--- src/rtl/wdu_pkg.sv ---
package wdu_pkg;
  localparam int DATA_W = 32;

  typedef enum logic [1:0] {CMP_OFF = 2'd0, CMP_EQ = 2'd1, CMP_LT = 2'd2, CMP_GT = 2'd3} cmp_op_e;

  // register map bases (stride of 8 addresses per bank)
  localparam int A_REF = 0;
  localparam int A_OP  = 8;
  localparam int A_SEL = 16;
  localparam int A_BRK = 24;

  function automatic logic cmp_match(input cmp_op_e op, input logic [DATA_W-1:0] bus,
                                     input logic [DATA_W-1:0] refv);
    case (op)
      CMP_EQ:  return bus == refv;
      CMP_LT:  return bus < refv;
      CMP_GT:  return bus > refv;
      default: return 1'b0;
    endcase
  endfunction

  function automatic logic pair_term(input logic [2:0] code, input logic a, input logic b);
    case (code)
      3'd1:    return a;
      3'd2:    return b;
      3'd3:    return a & b;
      3'd4:    return a | b;
      default: return 1'b0;
    endcase
  endfunction

  function automatic logic code_used(input logic [2:0] code);
    return (code >= 3'd1) && (code <= 3'd4);
  endfunction
endpackage

--- src/rtl/wdu_comparator.sv ---
module wdu_comparator
  import wdu_pkg::*;
(
  input  logic              clk,
  input  logic              rst_n,
  input  logic              wr_ref,
  input  logic              wr_op,
  input  logic [DATA_W-1:0] wdata,
  input  logic [DATA_W-1:0] bus,
  output logic              hit
);
  logic [DATA_W-1:0] ref_q;
  cmp_op_e           op_q;

  always_ff @(posedge clk) begin
    if (!rst_n) begin
      ref_q <= '0;
      op_q  <= CMP_OFF;
    end else begin
      if (wr_ref) ref_q <= wdata;
      if (wr_op)  op_q  <= cmp_op_e'(wdata[1:0]);
    end
  end

  assign hit = cmp_match(op_q, bus, ref_q);


  off_no_hit_chk: assert property (@(posedge clk) disable iff (!rst_n)
    (wr_op && wdata[1:0] == 2'd0) |=> !hit);
endmodule

--- src/rtl/wdu_counter.sv ---
module wdu_counter #(
  parameter int CNT_W = 16
) (
  input  logic           clk,
  input  logic           rst_n,
  input  logic           load,
  input  logic [CNT_W:0] load_val,
  input  logic           ev,
  output logic           brk
);
  localparam logic [CNT_W-1:0] ONE = CNT_W'(1);

  logic [CNT_W-1:0] cnt_q, reload_q;
  logic             en_q, brk_q;
  logic [CNT_W-1:0] load_cnt;
  logic             fire;

  assign load_cnt = (load_val[CNT_W-1:0] == '0) ? ONE : load_val[CNT_W-1:0];
  assign fire     = ev && en_q && !load && (cnt_q == ONE);

  always_ff @(posedge clk) begin
    if (!rst_n) begin
      cnt_q    <= ONE;
      reload_q <= ONE;
      en_q     <= 1'b0;
      brk_q    <= 1'b0;
    end else begin
      brk_q <= fire;
      if (load) begin
        en_q     <= load_val[CNT_W];
        reload_q <= load_cnt;
        cnt_q    <= load_cnt;
      end else if (ev && en_q) begin
        cnt_q <= (cnt_q == ONE) ? reload_q : cnt_q - ONE;
      end
    end
  end

  assign brk = brk_q;


  cnt_nonzero_chk: assert property (@(posedge clk) disable iff (!rst_n) cnt_q != '0);

  brk_reload_chk: assert property (@(posedge clk) disable iff (!rst_n) brk |-> cnt_q == reload_q);

  brk_needs_en_chk: assert property (@(posedge clk) disable iff (!rst_n) brk |-> $past(en_q));
endmodule

--- src/rtl/dbg_watch_unit.sv ---
module dbg_watch_unit
  import wdu_pkg::*;
#(
  parameter int N_IA  = 4,
  parameter int CNT_W = 16
) (
  input  logic        clk,
  input  logic        rst_n,
  input  logic        cfg_we,
  input  logic [4:0]  cfg_addr,
  input  logic [31:0] cfg_wdata,
  input  logic        ia_valid,
  input  logic [31:0] ia_addr,
  input  logic        dt_valid,
  input  logic [31:0] dt_addr,
  input  logic [31:0] dt_data,
  output logic [5:0]  wp_pin,
  output logic [5:0]  brk_req
);
  localparam int N_DA  = 2;
  localparam int N_DV  = 2;
  localparam int N_CMP = N_IA + N_DA + N_DV;
  localparam int N_DWP = 2;
  localparam int N_WP  = N_IA + N_DWP;
  localparam int DA0   = N_IA;
  localparam int DV0   = N_IA + N_DA;

  logic [N_CMP-1:0] hit;
  logic [N_WP-1:0]  ev;
  logic [N_WP-1:0]  pin_q;
  logic [N_WP-1:0]  brk_w;
  logic [2:0]       sel_q  [N_WP];
  logic [2:0]       vsel_q [N_DWP];

  // comparators
  for (genvar c = 0; c < N_CMP; c++) begin : g_cmp
    logic [DATA_W-1:0] bus;
    if (c < DA0)      begin : g_i assign bus = ia_addr; end
    else if (c < DV0) begin : g_a assign bus = dt_addr; end
    else              begin : g_v assign bus = dt_data; end
    wdu_comparator u_cmp (
      .clk   (clk),
      .rst_n (rst_n),
      .wr_ref(cfg_we && cfg_addr == 5'(A_REF + c)),
      .wr_op (cfg_we && cfg_addr == 5'(A_OP + c)),
      .wdata (cfg_wdata),
      .bus   (bus),
      .hit   (hit[c])
    );
  end

  // per-watchpoint select and event
  for (genvar w = 0; w < N_WP; w++) begin : g_wp
    logic sel_wr;
    assign sel_wr = cfg_we && cfg_addr == 5'(A_SEL + w);
    always_ff @(posedge clk) begin
      if (!rst_n)      sel_q[w] <= '0;
      else if (sel_wr) sel_q[w] <= cfg_wdata[2:0];
    end

    if (w < N_IA) begin : g_iwp
      localparam int PB = (w / 2) * 2;
      assign ev[w] = ia_valid && pair_term(sel_q[w], hit[PB], hit[PB+1]);

      instr_pin_valid_chk: assert property (@(posedge clk) disable iff (!rst_n)
        pin_q[w] |-> $past(ia_valid));
    end else begin : g_dwp
      localparam int K = w - N_IA;
      logic a_on, v_on, a_t, v_t;
      always_ff @(posedge clk) begin
        if (!rst_n)      vsel_q[K] <= '0;
        else if (sel_wr) vsel_q[K] <= cfg_wdata[5:3];
      end
      assign a_on  = code_used(sel_q[w]);
      assign v_on  = code_used(vsel_q[K]);
      assign a_t   = pair_term(sel_q[w],  hit[DA0], hit[DA0+1]);
      assign v_t   = pair_term(vsel_q[K], hit[DV0], hit[DV0+1]);
      assign ev[w] = dt_valid && (a_on || v_on) && (!a_on || a_t) && (!v_on || v_t);

      data_pin_valid_chk: assert property (@(posedge clk) disable iff (!rst_n)
        pin_q[w] |-> $past(dt_valid));
    end

    wdu_counter #(.CNT_W(CNT_W)) u_cnt (
      .clk     (clk),
      .rst_n   (rst_n),
      .load    (cfg_we && cfg_addr == 5'(A_BRK + w)),
      .load_val(cfg_wdata[CNT_W:0]),
      .ev      (ev[w]),
      .brk     (brk_w[w])
    );


    brk_with_pin_chk: assert property (@(posedge clk) disable iff (!rst_n)
      brk_w[w] |-> pin_q[w]);
  end

  always_ff @(posedge clk) begin
    if (!rst_n) pin_q <= '0;
    else        pin_q <= ev;
  end

  assign wp_pin  = pin_q;
  assign brk_req = brk_w;


  reset_quiet_chk: assert property (@(posedge clk) $past(!rst_n) |-> (wp_pin == '0 && brk_req == '0));
endmodule

--- config.mk ---
export PLATFORM = sky130hd
export DESIGN_NAME = dbg_watch_unit
export DESIGN_NICKNAME = d
export VERILOG_FILES = /design/src/rtl/wdu_pkg.sv /design/src/rtl/wdu_comparator.sv /design/src/rtl/wdu_counter.sv /design/src/rtl/dbg_watch_unit.sv
export SDC_FILE = /design/constraint.sdc
export NUM_CORES = 2
export LEC_CHECK = 0
export CAP_MARGIN = 20
export CORE_MARGIN = 2
export CORE_UTILIZATION = 38
export CTS_CLUSTER_DIAMETER = 150
export DETAILED_ROUTE_END_ITERATION = 6
export MAX_ROUTING_LAYER = met4
export PLACE_DENSITY = 0.57
export SLEW_MARGIN = 15
export SYNTH_ARGS = -nofsm -noshare
export SYNTH_HDL_FRONTEND = slang
export SYNTH_SLANG_ARGS = --single-unit
export TNS_END_PERCENT = 20
--- constraint.sdc ---
create_clock -name clk -period 6.7 [get_ports clk]
set_clock_uncertainty 0.05 [all_clocks]
set_input_delay 2.01 -clock clk [delete_from_list [all_inputs] [get_ports clk]]
set_output_delay 2.01 -clock clk [all_outputs]
set_load 0.01 [all_outputs]
# After elaboration in Yosys (flattened, before gate mapping)
# Memories as Yosys holds them, arrays and structs flattened.
# Cells that the tools add are included.
# word_totals
register_bits	482
ram_bits	24
input_bits	138
out_inout_bits	12
word_cells	332
mem_count	2
# op_classes
n_addsub	6
magnitude_cmp	24
eq_ne	97
mux	62
n_bitwise	16
n_reduce_logical	84
# memory_table
name	words	word_bits	rd	rd_ports_with_merged_regs	wr	line_no	text
sel_q	6	3	6	0	6	dbg_watch_unit.sv:32	logic [2:0] sel_q [N_WP];
vsel_q	2	3	2	0	2	dbg_watch_unit.sv:33	logic [2:0] vsel_q [N_DWP];
# ops
op	count
$mux 16	19
$eq 32x32->1	8
$gt 32x32->1	8
$lt 32x32->1	8
$eq 16x1->1 const B	6
$sub 16x1->16 const B	6
$eq 5x5->1 const B	12
$logic_and 1x1->1	60
$eq 3x2->1 const B	16
$eq 5x4->1 const B	8
$eq 2x2->1 const B	16
$pmux 1 s4	8
$eq 3x1->1 const B	8
$eq 3x3->1 const B	8
$mux 3	8
$pmux 1 s3	8
$eq 5x3->1 const B	4
$mux 1	19
$eq 2x1->1 const B	8
$logic_not 16->1	1
$ge 3x1->1 const B	4
$le 3x3->1 const B	4
$or 1x1->1	12
$reduce_bool 2->1	6
other kinds (6)	24

# Longest topological paths before layout
# logic_depth
ltp_word	10
ltp_mapped	15
mapped_depth_nobuf	13

# By module
# Synthesis repeated with hierarchy kept, for this count alone.
# unflattened
hier_cells	3231
area_unflattened_um2	29947.5
# modules_own_cells
module	n_inst	cells_per_inst	area_per_inst_um2	seq_area_each_um2
wdu_comparator	8	227	2109.5	680.7
wdu_counter	6	206	1899.3	680.7
dbg_watch_unit	1	179	1675.4	840.8

# Worst setup path after synthesis
# No wires, ideal clock.
# synth_timing
kind	input to register
from	in dt_data[14]
to	reg g_wp[4].u_cnt.cnt_q[10]
setup_time_ns	0.132
arrival_ns	4.807
required_time_ns	6.518
slack_ns	1.711
stages	13
path_buffers	2
cell_sequence	ha_1 nand4_1 or4_1 or4_1 o21ai_1 xor2_1 a41oi_1 nand4_1 nor3b_1 buf_2 buf_4 mux2i_1 a21oi_1
# synth_via
elab_chain_len	8
word_cells_on_any_way	15
classes_between	order compare (4); eq/ne (2); mux (3); bitwise (2); reduce/logical (4)
# synth_rtl
item	line_no	text
from (decl)	dbg_watch_unit.sv:16	input logic [31:0] dt_data,
$gt 32x32->1 (tied with other cells)	wdu_pkg.sv:17	CMP_GT: return bus > refv;
$pmux 1 s3	wdu_pkg.sv:14	case (op)
$or 1x1->1 or $and 1x1->1 (tied branches)	wdu_pkg.sv:27, wdu_pkg.sv:26	
$pmux 1 s4 *	wdu_pkg.sv:23	case (code)
$logic_or 1x1->1 *	dbg_watch_unit.sv:78	assign ev[w] = dt_valid && (a_on || v_on) && (!a_on || a_t) && (!v_on || v_t);
$logic_and 1x1->1 *	dbg_watch_unit.sv:78	
$logic_and 1x1->1 *	wdu_counter.sv:33	end else if (ev && en_q) begin
$reduce_bool 2->1 (no line) *	--	
to (signal assigned)	wdu_counter.sv:32	cnt_q <= load_cnt;
to (signal assigned)	wdu_counter.sv:34	cnt_q <= (cnt_q == ONE) ? reload_q : cnt_q - ONE;
to (decl)	wdu_counter.sv:13	logic [CNT_W-1:0] cnt_q, reload_q;
# Every way passes the cells marked *; elsewhere a longest branch is shown, timed or not.
# A chain may end at the register's enable or synchronous reset.

# Worst setup path after layout
# layout_timing
from	in ia_addr[14]
to	reg g_wp[1].u_cnt.cnt_q[1]
# layout_via
elab_chain_len	7
word_cells_on_any_way	14
classes_between	order compare (4); eq/ne (2); mux (3); bitwise (2); reduce/logical (3)
# layout_rtl
item	line_no	text
from (decl)	dbg_watch_unit.sv:13	input logic [31:0] ia_addr,
$gt 32x32->1 (tied with other cells)	wdu_pkg.sv:17	
$pmux 1 s3	wdu_pkg.sv:14	
$or 1x1->1 or $and 1x1->1 (tied branches)	wdu_pkg.sv:27, wdu_pkg.sv:26	
$pmux 1 s4 *	wdu_pkg.sv:23	
$logic_and 1x1->1 *	dbg_watch_unit.sv:63	assign ev[w] = ia_valid && pair_term(sel_q[w], hit[PB], hit[PB+1]);
$logic_and 1x1->1 *	wdu_counter.sv:33	
$reduce_bool 2->1 (no line) *	--	
to (signal assigned)	wdu_counter.sv:32	
to (signal assigned)	wdu_counter.sv:34	
to (decl)	wdu_counter.sv:13	
# Marked as above.

==> run_results.csv <==
group,metric,value,unit
outcome,status,"completed",
drt,wl,86460,µm
drt,avgViaCountPerCell,5.258,
yosys,synthXorXnorAreaFrac,2.236,%
layout,drive_above_1_share,5.280,%
timing,hold_violations,0,
yosys,syn_area,28150,µm²
layout,nets,4165,
worst_hold_path,hp-start,"g_wp[1].u_cnt.reload_q[15]",
pwr,seqPwrFrac,42.7,%
clock_tree,cts_tree,"yes",
critical_path,cp_slowest_stage_delay,0.68,ns
clock_tree,htree_levels,2,
yosys,synthCells,3720,
yosys,synth.area.top_cells,"dfxtp_1 (34%), nand2_1 (12%), ha_1 (12%), a21oi_1 (9.9%), inv_1 (3.9%)",
yosys,synth_fa_ha_area_share,11.91,%
critical_path,arrival,6.11,ns
global_routing,grt_pass1_wl,135600,µm
yosys,yosys.area_share.simple,21.55,%
critical_path,critical_path.slowest_cell,"nor4_1",
yosys,synth-async-reset-ratio,0,%
critical_path,cp_cell_sequence,"clkdlybuf4s50_1 -> ha_1 -> nand4_1 -> nor4_1 -> a21boi_1 -> o31a_1 -> o21ai_2 -> xor2_2 -> a2111oi_0 -> or3_1 -> nand3_2 -> a2111oi_0 -> a221o_1",
clock_tree,cts.clk_slew.worst_paths,0.06,ns
critical_path,crit_fanout,17,
job,maxCapViolCount,0,
yosys,ys_seq_area_share,36.84,%
layout,fillerInstances,7441,
critical_path,cpMostUsedCell,"a2111oi_0",
die,initial_core_util,38.45,%
global_routing,grtUsageTotal,22.85,%
timing,min_period,5.589,ns
layout,post-route-util,44.16,%
drt,num_vias,25070,
yosys,synth-edff-count,24,
pwr,p_leak,10.99,nW
timing,finalSetupTns,0,ns
drt,drcViolationCount,0,
critical_path,reg2reg_slack,2.70,ns
die,io_pins,150,
yosys,synthMuxAreaShare,0.5690,%
worst_hold_path,hold_depth,2,
critical_path,worst_ep_required_time,7.22,ns
drt,wire_per_inst,18.13,µm
critical_path,start_kind,"primary input",
layout,multiInputGateArea,15650,µm²
critical_path,r2r_cells,13,
timing,drv_slew,0,
timing,worstMarginPinSlew,1.029,ns
global_routing,grt_max_degree,119,
yosys,ys_warn_count,0,
drt,drtAntennaViolNets,0,
pwr,p_int,5.369,mW
timing,finalSetupViolCount,0,
layout,area_growth,14.84,%
critical_path,critPathKind,"primary input to register",
clock_tree,cts-root-buf,"clkbuf_16",
clock_tree,clk_path_buf_depth,3,
yosys,synth.avg_cell_area,7.567,µm²
pwr,swShare,25.57,%
yosys,synth_compound_area_share,19.02,%
worst_hold_path,worstHoldEndpoint,"g_wp[1].u_cnt.reload_q[15]",
clock_tree,cts_resized,0,
timing,rsz0062_at_grt,"no",
clock_tree,clock-sinks,506,
placement,dp_hpwl,56610,µm
placement,port_buffers,149,
pwr,comb_power_share,9.5,%
pwr,pwr-share-clk,47.8,%
drt,drtIter0Drc,1764,
yosys,ys_types,86,
timing,max_freq,0.1789,GHz
placement,place_congestion,0.8845,
worst_hold_path,min_path_type,"register to register",
yosys,synth_top_family_by_area,"simple AND/OR/NAND/NOR gates",
yosys,ys_ff_latch,506,
die,die-area,76270,µm²
layout,layout_commonest_cell,"nand2_1",
timing,fin_crit_sh,83.41,%
die,coreArea,73210,µm²
pwr,cellPowerDensity,223.1,nW/µm²
yosys,syn_nets,4126,
yosys,yosysTopAreaCell,"dfxtp_1",
die,rows,99,
critical_path,regToRegEndpoint,"g_wp[1].u_cnt.cnt_q[1]",
clock_tree,cts_hold_buf,0,
global_routing,antenna_found_initial,4,
die,die_h,276.2,µm
critical_path,r2r_start,"g_cmp[0].u_cmp.ref_q[14]",
global_routing,grt-ovfl-total,0,
die,die_width,276.2,µm
layout,regArea,10370,µm²
critical_path,end_kind,"register",
layout,most-common-layout-cells,"nand2_1 (921), a21oi_1 (558), dfxtp_1 (482)",
yosys,yosysTopAreaCellShare,34.28,%
clock_tree,numCtsBuffers,58,
pwr,vdd.ir_drop.worst,0.0001725,V
drt,firstDrtPassIters,5,
clock_tree,clock_latency,0.65,ns
pwr,p_switching,1.844,mW
global_routing,grt_pass1_vias,23570,
yosys,synth_flop_cell,"dfxtp_1",
timing,maxSlewHeadroom,31.38,%
clock_tree,post_cts_buffers,0,
==> how the worst max path moves through the flow <==
stage                           start                       to  slack [ns]  depth (start not counted)
after floorplan           dt_data[14]  g_wp[4].u_cnt.cnt_q[10]        1.71                         13
after global placement    ia_addr[31]   g_wp[2].u_cnt.cnt_q[8]        0.61                         13
after detailed placement  ia_addr[27]   g_wp[2].u_cnt.cnt_q[2]        0.53                         13
after CTS                 ia_addr[27]   g_wp[2].u_cnt.cnt_q[8]        1.22                         13
after global routing      ia_addr[14]   g_wp[1].u_cnt.cnt_q[1]        0.82                         13
final                     ia_addr[14]   g_wp[1].u_cnt.cnt_q[1]        1.11                         13
==> Yosys cell counts, drive strengths merged, types with 6 or more instances <==
cell type	count
buf	22
o21ai	157
nand2b	11
o31ai	7
and3	18
or3	7
xor2	20
nand4	47
a31oi	11
nor2	145
a22oi	20
nor4b	7
o22ai	19
o21a	7
and4	7
mux2i	16
clkbuf	211
and2	18
nor4	40
a21oi	558
dfxtp	482
a211oi	6
nand3	56
a32oi	14
a21o	16
a221o	19
edfxtp	24
nor3	71
o31a	12
o211ai	29
ha	268
a22o	15
xnor2	51
inv	289
or4	13
nor2b	23
nand2	924
a221oi	6
==> logic make-up (layout without fill, tap and decap cells) <==
family          Yosys count  after routing
xor+xnor                 71             71
simple gates           1403           1403
fa+ha+maj               268            268
mux                      16             16
buf+inv                 524            611
compound gates          932            932
flops                   506            506
other cells               0              2
==> state kept, by name (all words and copies together), names as in the netlist <==
register             count
sel_q                   18
wp_pin                   6
g_cmp.u_cmp.op_q        16
vsel_q                   6
g_wp.u_cnt.cnt_q        96
g_wp.u_cnt.reload_q     96
g_wp.u_cnt.brk           6
g_cmp.u_cmp.ref_q      256
g_wp.u_cnt.en_q          6
==> power by group through the flow <==
stage               logic, mW  registers [mW]  clock network [mW]
finish                  0.685            3.08                3.45
CTS                     0.684            3.08                3.52
floorplan               0.410            3.14                   0
global route            0.766            3.09                3.64
detailed placement      0.681            3.15                   0
global placement        0.677            3.15                   0
==> layer usage <==
layer / up-vias / global-route usage (%) / wire length [µm]
met2: 572 / 35.47 / 38340
met3: 118 / 3.329 / 4644
li1: 12750 / - / -
met4: 0 / 5.675 / 2055
met1: 11630 / 31.20 / 41420
met5: - / - / 0
==> through the flow <==
step | std cells | power, mW | area (µm²) | setup slack, ns | hold slack [ns]
CTS | 4765 | 7.284 | 32310 | 1.223 | 0.4044
global placement | 4656 | 3.826 | 30260 | 0.6084 | 0.3899
floorplan | 3720 | 3.554 | 28150 | 1.711 | 0.3832
detailed placement | 4657 | 3.830 | 30270 | 0.5283 | 0.3963
finish | 4768 | 7.213 | 32320 | 1.111 | 0.4010
global route | 4768 | 7.490 | 32320 | 0.8174 | 0.4139
==> critical path: cells and delay by family <==
family	cells	cell delay (ns)
AO/OA/AOI/OAI	6	1.56
AND/OR/NAND/NOR	4	1.46
buffers and inverters	1	0.52
adder cells (fa/ha/maj)	1	0.38
XOR/XNOR	1	0.18
==> final cells by class <==
type / instances / area share [%]
Multi-Input combinational cell: 2690 / 48.40
Timing Repair Buffer: 214 / 6.085
Tap cell: 959 / 3.712
Antenna cell: 2 / 0.01548
Inverter: 289 / 3.379
Sequential cell: 506 / 32.08
Clock buffer: 77 / 5.055
Clock inverter: 31 / 1.273
(Power assumes the default switching activity.)
